**config.mk**
```make
export PLATFORM = sky130hd
export DESIGN_NAME = cmp_timer_unit
export DESIGN_NICKNAME = d
export VERILOG_FILES = /design/src/rtl/cmp_timer_pkg.sv /design/src/rtl/cmp_timer_count.sv /design/src/rtl/cmp_sticky_flag.sv /design/src/rtl/cmp_match_ctrl.sv /design/src/rtl/cmp_timer_unit.sv
export SDC_FILE = /design/constraint.sdc
export NUM_CORES = 1
export LEC_CHECK = 0
export BUFFER_PORTS_ARGS = -buffer_cell sky130_fd_sc_hd__buf_2
export CAP_MARGIN = 20
export CORE_UTILIZATION = 40
export CTS_CLUSTER_DIAMETER = 30
export DETAILED_ROUTE_END_ITERATION = 12
export PLACE_DENSITY = 0.62
export SLEW_MARGIN = 25
export SYNTH_ARGS = -nofsm -noshare
export SYNTH_HDL_FRONTEND = slang
export SYNTH_SLANG_ARGS = --single-unit
```
**constraint.sdc**
```tcl
create_clock -name clk -period 1.95 [get_ports clk]
set_input_delay 0.0975 -clock clk [delete_from_list [all_inputs] [get_ports clk]]
set_output_delay 0.0975 -clock clk [all_outputs]
set_load 0.01 [all_outputs]
```
**src/rtl/cmp_timer_pkg.sv**
```systemverilog
package cmp_timer_pkg;

    localparam int unsigned MODE_W = 4;

    typedef enum logic [MODE_W-1:0] {
        MODE_OFF  = 4'b0000,
        MODE_HI   = 4'b1000,
        MODE_LO   = 4'b1001,
        MODE_IRQ  = 4'b1010,
        MODE_TRIG = 4'b1011
    } cmp_mode_e;

    typedef enum logic [1:0] {
        ST_OFF,
        ST_ARMED,
        ST_HIT
    } cmp_state_e;

    localparam int unsigned FLAG_CMP = 0;
    localparam int unsigned FLAG_OVF = 1;
    localparam int unsigned FLAG_N   = 2;

    function automatic logic mode_active(input logic [MODE_W-1:0] m);
        return (m == MODE_HI) || (m == MODE_LO) || (m == MODE_IRQ) || (m == MODE_TRIG);
    endfunction

endpackage

```
**src/rtl/cmp_timer_count.sv**
```systemverilog
module cmp_timer_count #(
    parameter int unsigned WIDTH = 16
) (
    input  logic             clk,
    input  logic             rst_n,
    input  logic             run,
    input  logic             tick,
    input  logic             zero_req,
    output logic [WIDTH-1:0] value,
    output logic             wrap
);
    localparam logic [WIDTH-1:0] TOP = '1;

    logic step;
    assign step = run && tick;

    // natural rollover only; a trigger clear suppresses it
    assign wrap = step && !zero_req && (value == TOP);

    always_ff @(posedge clk) begin
        if (!rst_n) begin
            value <= '0;
        end else if (zero_req) begin
            value <= '0;
        end else if (step) begin
            value <= value + WIDTH'(1);
        end
    end
endmodule

```
**src/rtl/cmp_sticky_flag.sv**
```systemverilog
module cmp_sticky_flag (
    input  logic clk,
    input  logic rst_n,
    input  logic set,
    input  logic clr,
    output logic flag
);
    always_ff @(posedge clk) begin
        if (!rst_n) begin
            flag <= 1'b0;
        end else if (set) begin
            flag <= 1'b1;
        end else if (clr) begin
            flag <= 1'b0;
        end
    end
endmodule

```
**src/rtl/cmp_match_ctrl.sv**
```systemverilog
module cmp_match_ctrl
    import cmp_timer_pkg::*;
#(
    parameter int unsigned WIDTH = 16
) (
    input  logic              clk,
    input  logic              rst_n,
    input  logic [WIDTH-1:0]  tmr,
    input  logic              cmp_we,
    input  logic [WIDTH-1:0]  cmp_wdata,
    input  logic              mode_we,
    input  logic [MODE_W-1:0] mode_wdata,
    output logic              hit,
    output logic              trig_zero,
    output logic              latch_q,
    output logic              go_q
);
    logic [WIDTH-1:0]  cmp_q;
    logic [MODE_W-1:0] mode_q;
    cmp_state_e        state_q;
    cmp_state_e        state_d;
    logic              match;
    logic              active;

    // configuration registers
    always_ff @(posedge clk) begin
        if (!rst_n) begin
            cmp_q  <= '0;
            mode_q <= MODE_OFF;
        end else begin
            if (cmp_we) begin
                cmp_q <= cmp_wdata;
            end
            if (mode_we) begin
                mode_q <= mode_wdata;
            end
        end
    end

    assign match  = (tmr == cmp_q);
    assign active = mode_active(mode_q);

    // match event: first equal cycle while armed
    assign hit       = (state_q == ST_ARMED) && active && match;
    assign trig_zero = hit && (mode_q == MODE_TRIG);

    // next-state logic
    always_comb begin
        state_d = state_q;
        unique case (state_q)
            ST_OFF: begin
                if (active) begin
                    state_d = ST_ARMED;
                end
            end
            ST_ARMED: begin
                if (!active) begin
                    state_d = ST_OFF;
                end else if (match) begin
                    state_d = ST_HIT;
                end
            end
            ST_HIT: begin
                if (!active) begin
                    state_d = ST_OFF;
                end else if (!match) begin
                    state_d = ST_ARMED;
                end
            end
            default: state_d = ST_OFF;
        endcase
    end

    // state register
    always_ff @(posedge clk) begin
        if (!rst_n) begin
            state_q <= ST_OFF;
        end else begin
            state_q <= state_d;
        end
    end

    // outputs: latch and conversion request
    always_ff @(posedge clk) begin
        if (!rst_n) begin
            latch_q <= 1'b0;
            go_q    <= 1'b0;
        end else begin
            go_q <= trig_zero;
            if (mode_we && (mode_wdata == MODE_OFF)) begin
                latch_q <= 1'b0;
            end else if (hit) begin
                case (mode_q)
                    MODE_HI: latch_q <= 1'b1;
                    MODE_LO: latch_q <= 1'b0;
                    default: latch_q <= latch_q;
                endcase
            end
        end
    end
endmodule

```
**src/rtl/cmp_timer_unit.sv**
```systemverilog
module cmp_timer_unit
    import cmp_timer_pkg::*;
#(
    parameter int unsigned TMR_W = 16
) (
    input  logic              clk,
    input  logic              rst_n,
    input  logic              tmr_en,
    input  logic              tmr_tick,
    input  logic              cmp_we,
    input  logic [TMR_W-1:0]  cmp_wdata,
    input  logic              mode_we,
    input  logic [MODE_W-1:0] mode_wdata,
    input  logic              out_en,
    output logic              pin_out,
    output logic              pin_oe,
    output logic              cmp_flag,
    input  logic              cmp_flag_clr,
    output logic              ovf_flag,
    input  logic              ovf_flag_clr,
    output logic              go_req,
    output logic [TMR_W-1:0]  tmr_value
);
    logic              hit;
    logic              trig_zero;
    logic              wrap;
    logic              latch_q;
    logic [FLAG_N-1:0] flag_set;
    logic [FLAG_N-1:0] flag_clr;
    logic [FLAG_N-1:0] flag_q;

    cmp_timer_count #(.WIDTH(TMR_W)) u_count (
        .clk      (clk),
        .rst_n    (rst_n),
        .run      (tmr_en),
        .tick     (tmr_tick),
        .zero_req (trig_zero),
        .value    (tmr_value),
        .wrap     (wrap)
    );

    cmp_match_ctrl #(.WIDTH(TMR_W)) u_ctrl (
        .clk        (clk),
        .rst_n      (rst_n),
        .tmr        (tmr_value),
        .cmp_we     (cmp_we),
        .cmp_wdata  (cmp_wdata),
        .mode_we    (mode_we),
        .mode_wdata (mode_wdata),
        .hit        (hit),
        .trig_zero  (trig_zero),
        .latch_q    (latch_q),
        .go_q       (go_req)
    );

    assign flag_set[FLAG_CMP] = hit;
    assign flag_clr[FLAG_CMP] = cmp_flag_clr;
    assign flag_set[FLAG_OVF] = wrap;
    assign flag_clr[FLAG_OVF] = ovf_flag_clr;

    for (genvar g = 0; g < FLAG_N; g++) begin : g_flag
        cmp_sticky_flag u_flag (
            .clk   (clk),
            .rst_n (rst_n),
            .set   (flag_set[g]),
            .clr   (flag_clr[g]),
            .flag  (flag_q[g])
        );
    end

    assign cmp_flag = flag_q[FLAG_CMP];
    assign ovf_flag = flag_q[FLAG_OVF];
    assign pin_oe   = out_en;
    assign pin_out  = out_en && latch_q;
endmodule

```
# Word level (Yosys, flattened, before mapping)
# Index checks and enable logic that the tools add are counted.
# totals
elab_cells	53
ff_bits	42
# op_classes
eq_ne	11
bitwise	1
n_reduce_logical	21
addsub	1
muxes	11
# op_table
op	n
adder 16 x 1 -> 16 bit, second input constant	1
== test 16 bit	1
== test 16 bit, second input constant	1
== test 4 bit, second input constant	4
two-way mux 2 bit	5
logical AND 1 bit	8
case mux 2 bit (3 select lines)	1
nonzero test 2 bit	3
logical NOT 4 bit	1
two-way mux 1 bit	4
OR reduction 2 bit	2
logical OR 1 bit	3
inequality test 3 x 2 -> 1 bit, second input constant	1
inequality test 3 bit, second input constant	1
AND reduction 3 bit	1
== test 2 x 1 -> 1 bit, second input constant	1
== test 2 bit, second input constant	1
logical NOT 2 bit	1
inequality test 2 x 1 -> 1 bit, second input constant	1
case mux 1 bit (2 select lines)	1
AND reduction 2 bit	1
logical NOT 1 bit	1
inverter 1 bit	1

# Depth between registers and ports, before layout
# Gate-level depths: netlist (run 1).
# depth
ltp_word	11
depth_mapped	7
depth_no_buf	6

# Cells and area by module
# A second synthesis (run 1) with hierarchy kept.
# unflattened
cells_unflattened	202
area_unflattened_um2	1950.6
# modules_own_cells
module	n_inst	seq_area_each_um2	cells_each	area_each_um2
cmp_match_ctrl	1	480.5	109	1109.8
cmp_timer_count	1	320.3	85	744.5
cmp_sticky_flag	2	20.0	3	41.3
cmp_timer_unit	1	0.0	2	13.8

# Least setup slack after synthesis (run 1)
# OpenSTA, ideal clock, no wires.
# synth_path
path_type	reg2reg
start	reg u_count.value[0]
end	reg u_count.value[6]
path_stages_with_launch	7
setup_slack_ps	113
required_ps	1835
arrival_time_ps	1721
path_cell_list	dfxtp_1 > xor2_2 > nor4_2 > nand4_4 > o31ai_4 > buf_8 > nor2_2
# synth_between
elab_chain_len	4
elab_cells_between_ends	5
cone_classes	1 x add/sub; 1 x eq/ne; 3 x reduce/logical
# synth_lines
item	line_no	rtl
from (decl)	cmp_timer_count.sv:9	output logic [WIDTH-1:0] value,
from (signal assigned)	cmp_timer_count.sv:26	value <= value + WIDTH'(1);
parallel branches: the longest is 4 deep, another holds adder 16 x 1 -> 16 bit	n/a	
# Several ways; the timed one is not identified.
# A chain may end at the register's enable or synchronous reset.

# Worst setup path after layout (run 1)
# layout_path
start	reg u_count.value[9]
end	reg u_ctrl.state_q[0]
# layout_between
elab_chain_len	3
elab_cells_between_ends	4
cone_classes	3 x eq/ne; 1 x reduce/logical
# layout_lines
item	line_no	rtl
== test 16 bit (*)	cmp_match_ctrl.sv:40	assign match = (tmr == cmp_q);
inequality test 3 x 2 -> 1 bit (no line) / inequality test 3 bit (equally long branches)	n/a	
AND reduction 3 bit (no line) (*)	n/a	
to (signal assigned)	cmp_match_ctrl.sv:79	state_q <= state_d;
to (decl)	cmp_match_ctrl.sv:20	cmp_state_e state_q;
# Mark *: on every way between the ends. The rest lies on a longest branch, timed or not.

==> flow_summary.json, run 1 <==
{
  "routed_via_density": 4.83,
  "gp_routability_congestion": 0.808,
  "fin_crit_sh_pct": 92.0,
  "tightest_slew_ns": 0.470,
  "nets": 289,
  "synth_top_family_by_area": "simple AND/OR/NAND/NOR gates",
  "clk_pin_slew_worst_paths_ns": 0.08,
  "pwr-share-clk_pct": 32.4,
  "htree_levels": 2,
  "seq_power_share_pct": 56.7,
  "synth_area_leaders": "dfxtp_1 43%, xor2_1 12%, mux2i_1 10%, nor2_1 5.2%, nor2_2 3.2%",
  "layout_commonest_cell": "buf_2",
  "startpoint_type": "flop",
  "areaGrowthSynthToFinish_pct": 23.8,
  "power_density_nw_per_um2": 667,
  "synth_simple_gate_area_share_pct": 23.8,
  "drtIter0Drc": 65,
  "hold_violations": 0,
  "syn_nets": 227,
  "grt_pass1_wl_mm": 6.93,
  "ys_warn_count": 0,
  "synth_xor_xnor_area_share_pct": 14.8,
  "ys_seq_area_share_pct": 43.4,
  "status": "completed",
  "hp-class": "in -> reg",
  "worstPathRequired_ns": 2.13,
  "crit_chain": "xor2_1 -> nor4_2 -> nand4_4 -> maj3_1 -> and3_1",
  "ir_worst_vdd_v": 0.000297,
  "placed_cells": 304,
  "finalWorstSetupSlack_ns": 0.156,
  "reg2reg_slack_ns": 0.16,
  "final_layout_size_suffix_gt1_share_pct": 33.6,
  "dieArea_um2": 5130,
  "slew_viol_final": 0,
  "cts_max_path_buffers": 2,
  "power.total_mw": 1.60,
  "rsz0062_at_grt": "false",
  "post-synth-top-area-cell": "dfxtp_1",
  "io_buffers": 49,
  "path_class": "reg -> reg",
  "cts_tree": "yes",
  "root_buffer": "clkbuf_8",
  "critPathMaxFanout": 8,
  "grtUsageTotal_pct": 17.6,
  "netlist.area_leader.share_pct": 43.4,
  "antenna_found_initial": 0,
  "synth.ff_latch_count": 42,
  "synth_compound_area_share_pct": 3.48,
  "crit_slowest_cell": "maj3_1",
  "swShare_pct": 23.9,
  "clock-sinks": 42,
  "hpwl_mm": 3.05,
  "power.internal_mw": 1.22,
  "cp-end-kind": "flop",
  "cpLargestDelayFamily": "simple AND/OR/NAND/NOR gates",
  "synth_adder_area_share_pct": 1.16,
  "core_area_um2": 4500,
  "slew_headroom_pct": 68.7,
  "pwr-share-comb_pct": 10.9,
  "grt_pass1_vias": 1455,
  "die_x_um": 71.6,
  "drc": 0,
  "mostFrequentLayoutCells": "49 x buf_2, 42 x dfxtp_1, 27 x nor2_1, 27 x xor2_1, 20 x mux2i_1",
  "first_pass_iters": 4,
  "setup_tns_ns": 0,
  "final_cells": 311,
  "cts_buffers": 5,
  "cp.arrival_ns": 1.98,
  "slowest_delay_ns": 0.39,
  "initial_utilization_pct": 43.1,
  "cap_violations": 0,
  "syn_inst": 197,
  "syn_avg_cell_area_um2": 9.84,
  "p_leak_nw": 1.14,
  "wl_mm": 4.01,
  "setup_viol": 0,
  "antenna_cells": 0,
  "yosys.cell_types.count": 37,
  "avgRoutedWirePerCell_um": 12.9,
  "overflow": 0,
  "finalClockSkew_ns": 0.00515,
  "rows": 24,
  "pre_cts_ws_ns": 0.0896,
  "fmax_mhz": 557,
  "cp_num_buf_inv": 0,
  "period_needed_ns": 1.79,
  "utilization_pct": 53.3,
  "grt_max_degree": 19,
  "syn_area_um2": 1940,
  "num_vias": 1501,
  "antenna_left": 0,
  "p_sw_uw": 382,
  "die_h_um": 71.6,
  "clk_latency_ns": 0.29,
  "synthMuxAreaShare_pct": 10.3,
  "top_level_ports": 50
}
[cell type report]
cell class / instances / area, um^2
multi-input cells: 144 / 1050
inverters: 4 / 15.0
well taps: 52 / 65.1
repair buffers: 62 / 355
flip-flops and latches: 42 / 841
clock buffers: 7 / 76.3
fillers: 414 / 2100
[logic make-up (layout without fill, tap and decap cells)]
logic type	count (synthesis)	count (layout)
AND/OR/NAND/NOR	82	82
flip-flops	42	42
XOR/XNOR	32	32
multiplexers	20	20
buffers and inverters	11	73
AO/OA/AOI/OAI	8	8
adder cells (fa/ha/maj)	2	2
[flip-flops by register name (all words and copies together), names as in the netlist]
signal and count:
u_count.value 16, u_ctrl.state_q 2, u_ctrl.go_q 1, u_ctrl.mode_q 4, g_flag.u_flag.flag 2, u_ctrl.cmp_q 16
u_ctrl.latch_q 1
[worst register-to-register path, delay by kind of cell, from the launching register on]
kind / cells / cell delay (ns)
AND/OR/NAND/NOR: 3 / 0.77
adder cells (fa/ha/maj): 1 / 0.39
flip-flops: 1 / 0.36
XOR/XNOR: 1 / 0.18
[per-stage QoR]
step / area, um^2 / hold slack [ns]
after floorplan: 1940 / 0.219
final: 2400 / 0.0417
after CTS: 2390 / 0.0384
after global routing: 2400 / 0.0473
after global placement: 2320 / 0.331
after detailed placement: 2320 / 0.337
[synthesized netlist by cell type (all sizes together)]
master	instances
or4b	1
nand2	10
and3	3
a2111o	1
a31oi	1
nor2b	4
nand3	9
clkbuf	4
o22ai	1
and2	3
clkinv	1
buf	3
o31ai	2
xnor2	4
mux2i	20
and2b	1
dfxtp	42
nor2	37
xor2	28
o21ai	1
maj3	1
nor3	2
ha	1
a21oi	2
nand4	4
nor4	7
inv	3
or2	1
[power groups by stage]
stage	registers (mW)	logic [mW]	clock network, mW
after global placement	0.928	0.172	0
after CTS	0.908	0.173	0.537
final	0.908	0.174	0.519
after global routing	0.911	0.195	0.572
after detailed placement	0.928	0.173	0
after floorplan	0.925	0.116	0
[per-layer routing]
layer | global-route usage, % | wire length (um) | vias up
met5 | 0 | 0 | -
li1 | - | - | 778
met2 | 27.9 | 1800 | 32
met3 | 3.66 | 142 | 5
met4 | 6.54 | 46 | 0
met1 | 23.8 | 2020 | 686
[what timing repair did]
action | in CTS | in global routing
setup buffers | 0 | 0
resized for setup | 0 | 1
hold buffers | 0 | 0
setup endpoints to repair | 0 | 4
[path summary, 6_finish.rpt]
| path | startpoint | to | cells past startpoint |
|---|---|---|---|
| hold / removal | cmp_wdata[5] | u_ctrl.cmp_q[5]$_SDFFE_PN0P_ | 3 |
| setup / recovery | u_count.value[9]$_SDFFE_PP0P_ | u_ctrl.state_q[0]$_SDFFE_PN0P_ | 5 |
| hold reg to reg | u_ctrl.latch_q$_SDFFE_PP0P_ | u_ctrl.latch_q$_SDFFE_PP0P_ | 2 |
| setup reg to reg | u_count.value[9]$_SDFFE_PP0P_ | u_ctrl.state_q[0]$_SDFFE_PN0P_ | 5 |
(Power assumes the default switching activity.)
==> inputs of run 2 (changes only) <==
--- a/config.mk
+++ b/config.mk
@@ -7,11 +7,12 @@
 export LEC_CHECK = 0
 export BUFFER_PORTS_ARGS = -buffer_cell sky130_fd_sc_hd__buf_2
 export CAP_MARGIN = 20
-export CORE_UTILIZATION = 40
+export CORE_UTILIZATION = 50
 export CTS_CLUSTER_DIAMETER = 30
 export DETAILED_ROUTE_END_ITERATION = 12
-export PLACE_DENSITY = 0.62
+export PLACE_DENSITY = 0.75
 export SLEW_MARGIN = 25
 export SYNTH_ARGS = -nofsm -noshare
 export SYNTH_HDL_FRONTEND = slang
+export SYNTH_HIERARCHICAL = 1
 export SYNTH_SLANG_ARGS = --single-unit
==> run 2 against run 1 <==
Effect of this change:
- synthesized cell count increased by 2.5%
- clock power is 11% higher
- first-iteration DRC count rose by 140%
- highest routed layer unchanged
==> flow_summary.json, run 2 <==
{
  "setup_tns_ns": 0,
  "cp-end-kind": "flop",
  "syn_avg_cell_area_um2": 9.66,
  "fin_crit_sh_pct": 94.1,
  "hp-class": "in -> reg",
  "grtUsageTotal_pct": 21.4,
  "status": "completed",
  "antenna_left": 0,
  "core_area_um2": 3690,
  "clock-sinks": 42,
  "nets": 290,
  "reg2reg_slack_ns": 0.11,
  "final_layout_size_suffix_gt1_share_pct": 33.0,
  "htree_levels": 2,
  "initial_utilization_pct": 52.9,
  "synth_area_leaders": "dfxtp_1 43%, mux2i_1 11%, xor2_1 8.5%, nor2b_1 6.7%, xnor2_1 4.0%",
  "finalClockSkew_ns": 0.00933,
  "grt_pass1_wl_mm": 6.79,
  "num_vias": 1620,
  "synth_most_common_cell": "dfxtp_1",
  "utilization_pct": 65.1,
  "drtIter0Drc": 158,
  "dieArea_um2": 4160,
  "crit_chain": "ha_1 -> nand4_1 -> or3_2 -> nor4b_2 -> o21a_1",
  "clk_latency_ns": 0.30,
  "synth.ff_latch_count": 42,
  "period_needed_ns": 1.84,
  "cts_max_path_buffers": 2,
  "layout_commonest_cell": "buf_2",
  "routed_via_density": 5.24,
  "synth-edff-count": 0,
  "slew_headroom_pct": 69.3,
  "top_level_ports": 50,
  "hold_end": "u_ctrl/cmp_q[4]$_SDFFE_PN0P_",
  "ctsHoldBuffers": 0,
  "slowest_delay_ns": 0.55,
  "slew_viol_final": 0,
  "yosys.cell_types.count": 35,
  "ys_seq_area_share_pct": 43.1,
  "cts_setup_buffers": 0,
  "rows": 22,
  "hold_violations": 0,
  "cp.arrival_ns": 2.07,
  "cap_violations": 0,
  "finalWorstSetupSlack_ns": 0.115,
  "gp_routability_congestion": 0.814,
  "ys.flop_type": "dfxtp_1",
  "areaGrowthSynthToFinish_pct": 23.0,
  "grt_pass1_vias": 1471,
  "rr_worst_depth": 5,
  "crit_slowest_cell": "or3_2",
  "io_buffers": 49,
  "syn_inst": 202,
  "first_pass_iters": 4,
  "clk_pin_slew_worst_paths_ns": 0.08,
  "yosys-top-cells-count": "42 x dfxtp_1, 21 x mux2i_1, 21 x nor2b_1, 19 x xor2_1, 13 x nor2_1",
  "holdPathStages": 3,
  "syn_area_um2": 1950,
  "async_flop_share_pct": 0,
  "top_regs": "u_count/value x16, u_ctrl/cmp_q x16, u_ctrl/mode_q x4",
  "tightest_slew_ns": 0.460,
  "cts_tree": "yes",
  "hpwl_mm": 3.06,
  "r2r-end": "g_flag[1].u_flag/flag$_SDFFE_PN0P_",
  "root_buffer": "clkbuf_8",
  "antenna_cells": 0,
  "rsz0062_at_grt": "false",
  "netlist.area_leader.share_pct": 43.1,
  "post-synth-top-area-cell": "dfxtp_1",
  "mostFrequentLayoutCells": "49 x buf_2, 32 x dfxtp_1, 21 x nor2b_1, 21 x mux2i_1, 19 x xor2_1",
  "pre_cts_ws_ns": 0.130,
  "r2r-start": "u_count/value[1]$_SDFFE_PP0P_",
  "ys_warn_count": 6,
  "cts_buffers": 5,
  "path_class": "reg -> reg",
  "power_density_nw_per_um2": 680,
  "fillers": 336,
  "avgRoutedWirePerCell_um": 13.6,
  "startpoint_type": "flop",
  "die_x_um": 64.5,
  "drc": 0,
  "overflow": 0,
  "fmax_mhz": 545,
  "grt_max_degree": 28,
  "worstPathRequired_ns": 2.19,
  "setup_viol": 0,
  "syn_nets": 232,
  "power.total_mw": 1.63,
  "die_h_um": 64.5,
  "ir_worst_vdd_v": 0.000511,
  "p_leak_nw": 1.10,
  "cp_num_buf_inv": 0,
  "wl_mm": 4.19,
  "critPathMaxFanout": 5,
  "cts_resized": 0,
  "hold_start": "cmp_wdata[4]",
  "antenna_found_initial": 0,
  "cpLargestDelayFamily": "simple AND/OR/NAND/NOR gates"
}
-- run 2: cell types whose count changed after synthesis, moves of 4 or more --
cell	change
nor2b_1	+17
nor2_2	-10
or3_1	+4
xnor2_1	+5
nor4_1	+5
a21oi_1	+4
nor2_1	-14
xor2_1	-8
-- run 2: worst max-delay path by stage --
stage	from	to	slack (ns)	depth (start not counted)
global placement	u_count/value[1]$_SDFFE_PP0P_	g_flag[1].u_flag/flag$_SDFFE_PN0P_	0.13	5
detailed placement	u_count/value[6]$_SDFFE_PP0P_	u_count/value[11]$_SDFFE_PP0P_	0.13	7
CTS	u_count/value[1]$_SDFFE_PP0P_	g_flag[1].u_flag/flag$_SDFFE_PN0P_	0.08	5
finish	u_count/value[1]$_SDFFE_PP0P_	g_flag[1].u_flag/flag$_SDFFE_PN0P_	0.11	5
global route	u_count/value[1]$_SDFFE_PP0P_	g_flag[1].u_flag/flag$_SDFFE_PN0P_	0.02	5
floorplan	u_count/value[5]$_SDFFE_PP0P_	u_count/value[9]$_SDFFE_PP0P_	0.01	9
-- run 2: worst register-to-register path, cell delays in order, from the launching register on --
cell	delay (ns)
dfxtp_1	0.43
ha_1	0.20
nand4_1	0.12
or3_2	0.55
nor4b_2	0.31
o21a_1	0.17
-- run 2: final cells by class --
type / instances / area [um^2] / area share (%)
clock inverters: 1 / 5.00 / 0.209
inverters: 3 / 11.3 / 0.469
clock buffers: 7 / 86.3 / 3.60
repair buffers: 59 / 320 / 13.3
multi-input cells: 149 / 1060 / 44.3
flip-flops and latches: 42 / 853 / 35.6
well taps: 48 / 60.1 / 2.50
-- run 2: cells by family after synthesis --
kind of cell               after synthesis  share of synthesized area, %
buffers and inverters                   11                          2.82
xor gates and xnor gates                28                          12.6
AOI/OAI and AO/OA                       13                          3.72
and+or+nand+nor                         86                          26.4
muxes                                   21                          10.8
DFF                                     42                          43.1
adders and majority gates                1                         0.641
-- run 2: where the power goes --
group	switching [mW]	internal, mW	leakage (nW)	total [mW]
clock	0.290	0.286	0.0482	0.576
combinational	0.0707	0.0782	0.706	0.149
sequential	0.0220	0.885	0.348	0.907
-- run 2: stage by stage --
step	instance area, um^2	std cells	hold slack (ns)
5_1_grt	2400	309	0.0776
3_3_place_gp	2300	301	0.355
6_report	2400	309	0.0628
4_1_cts	2390	309	0.0615
3_5_place_dp	2300	301	0.365
2_1_floorplan	1970	202	0.215
-- run 2: metal layers --
| metal | vias up | wire (um) | GRT usage [%] | share of wire (%) |
|---|---|---|---|---|
| met5 | - | 0 | 0 | 0 |
| met1 | 760 | 2040 | 28.7 | 49 |
| li1 | 810 | - | - | - |
| met3 | 5 | 165 | 4.40 | 3.9 |
| met2 | 45 | 1940 | 33.9 | 46 |
| met4 | 0 | 46 | 7.50 | 1.1 |
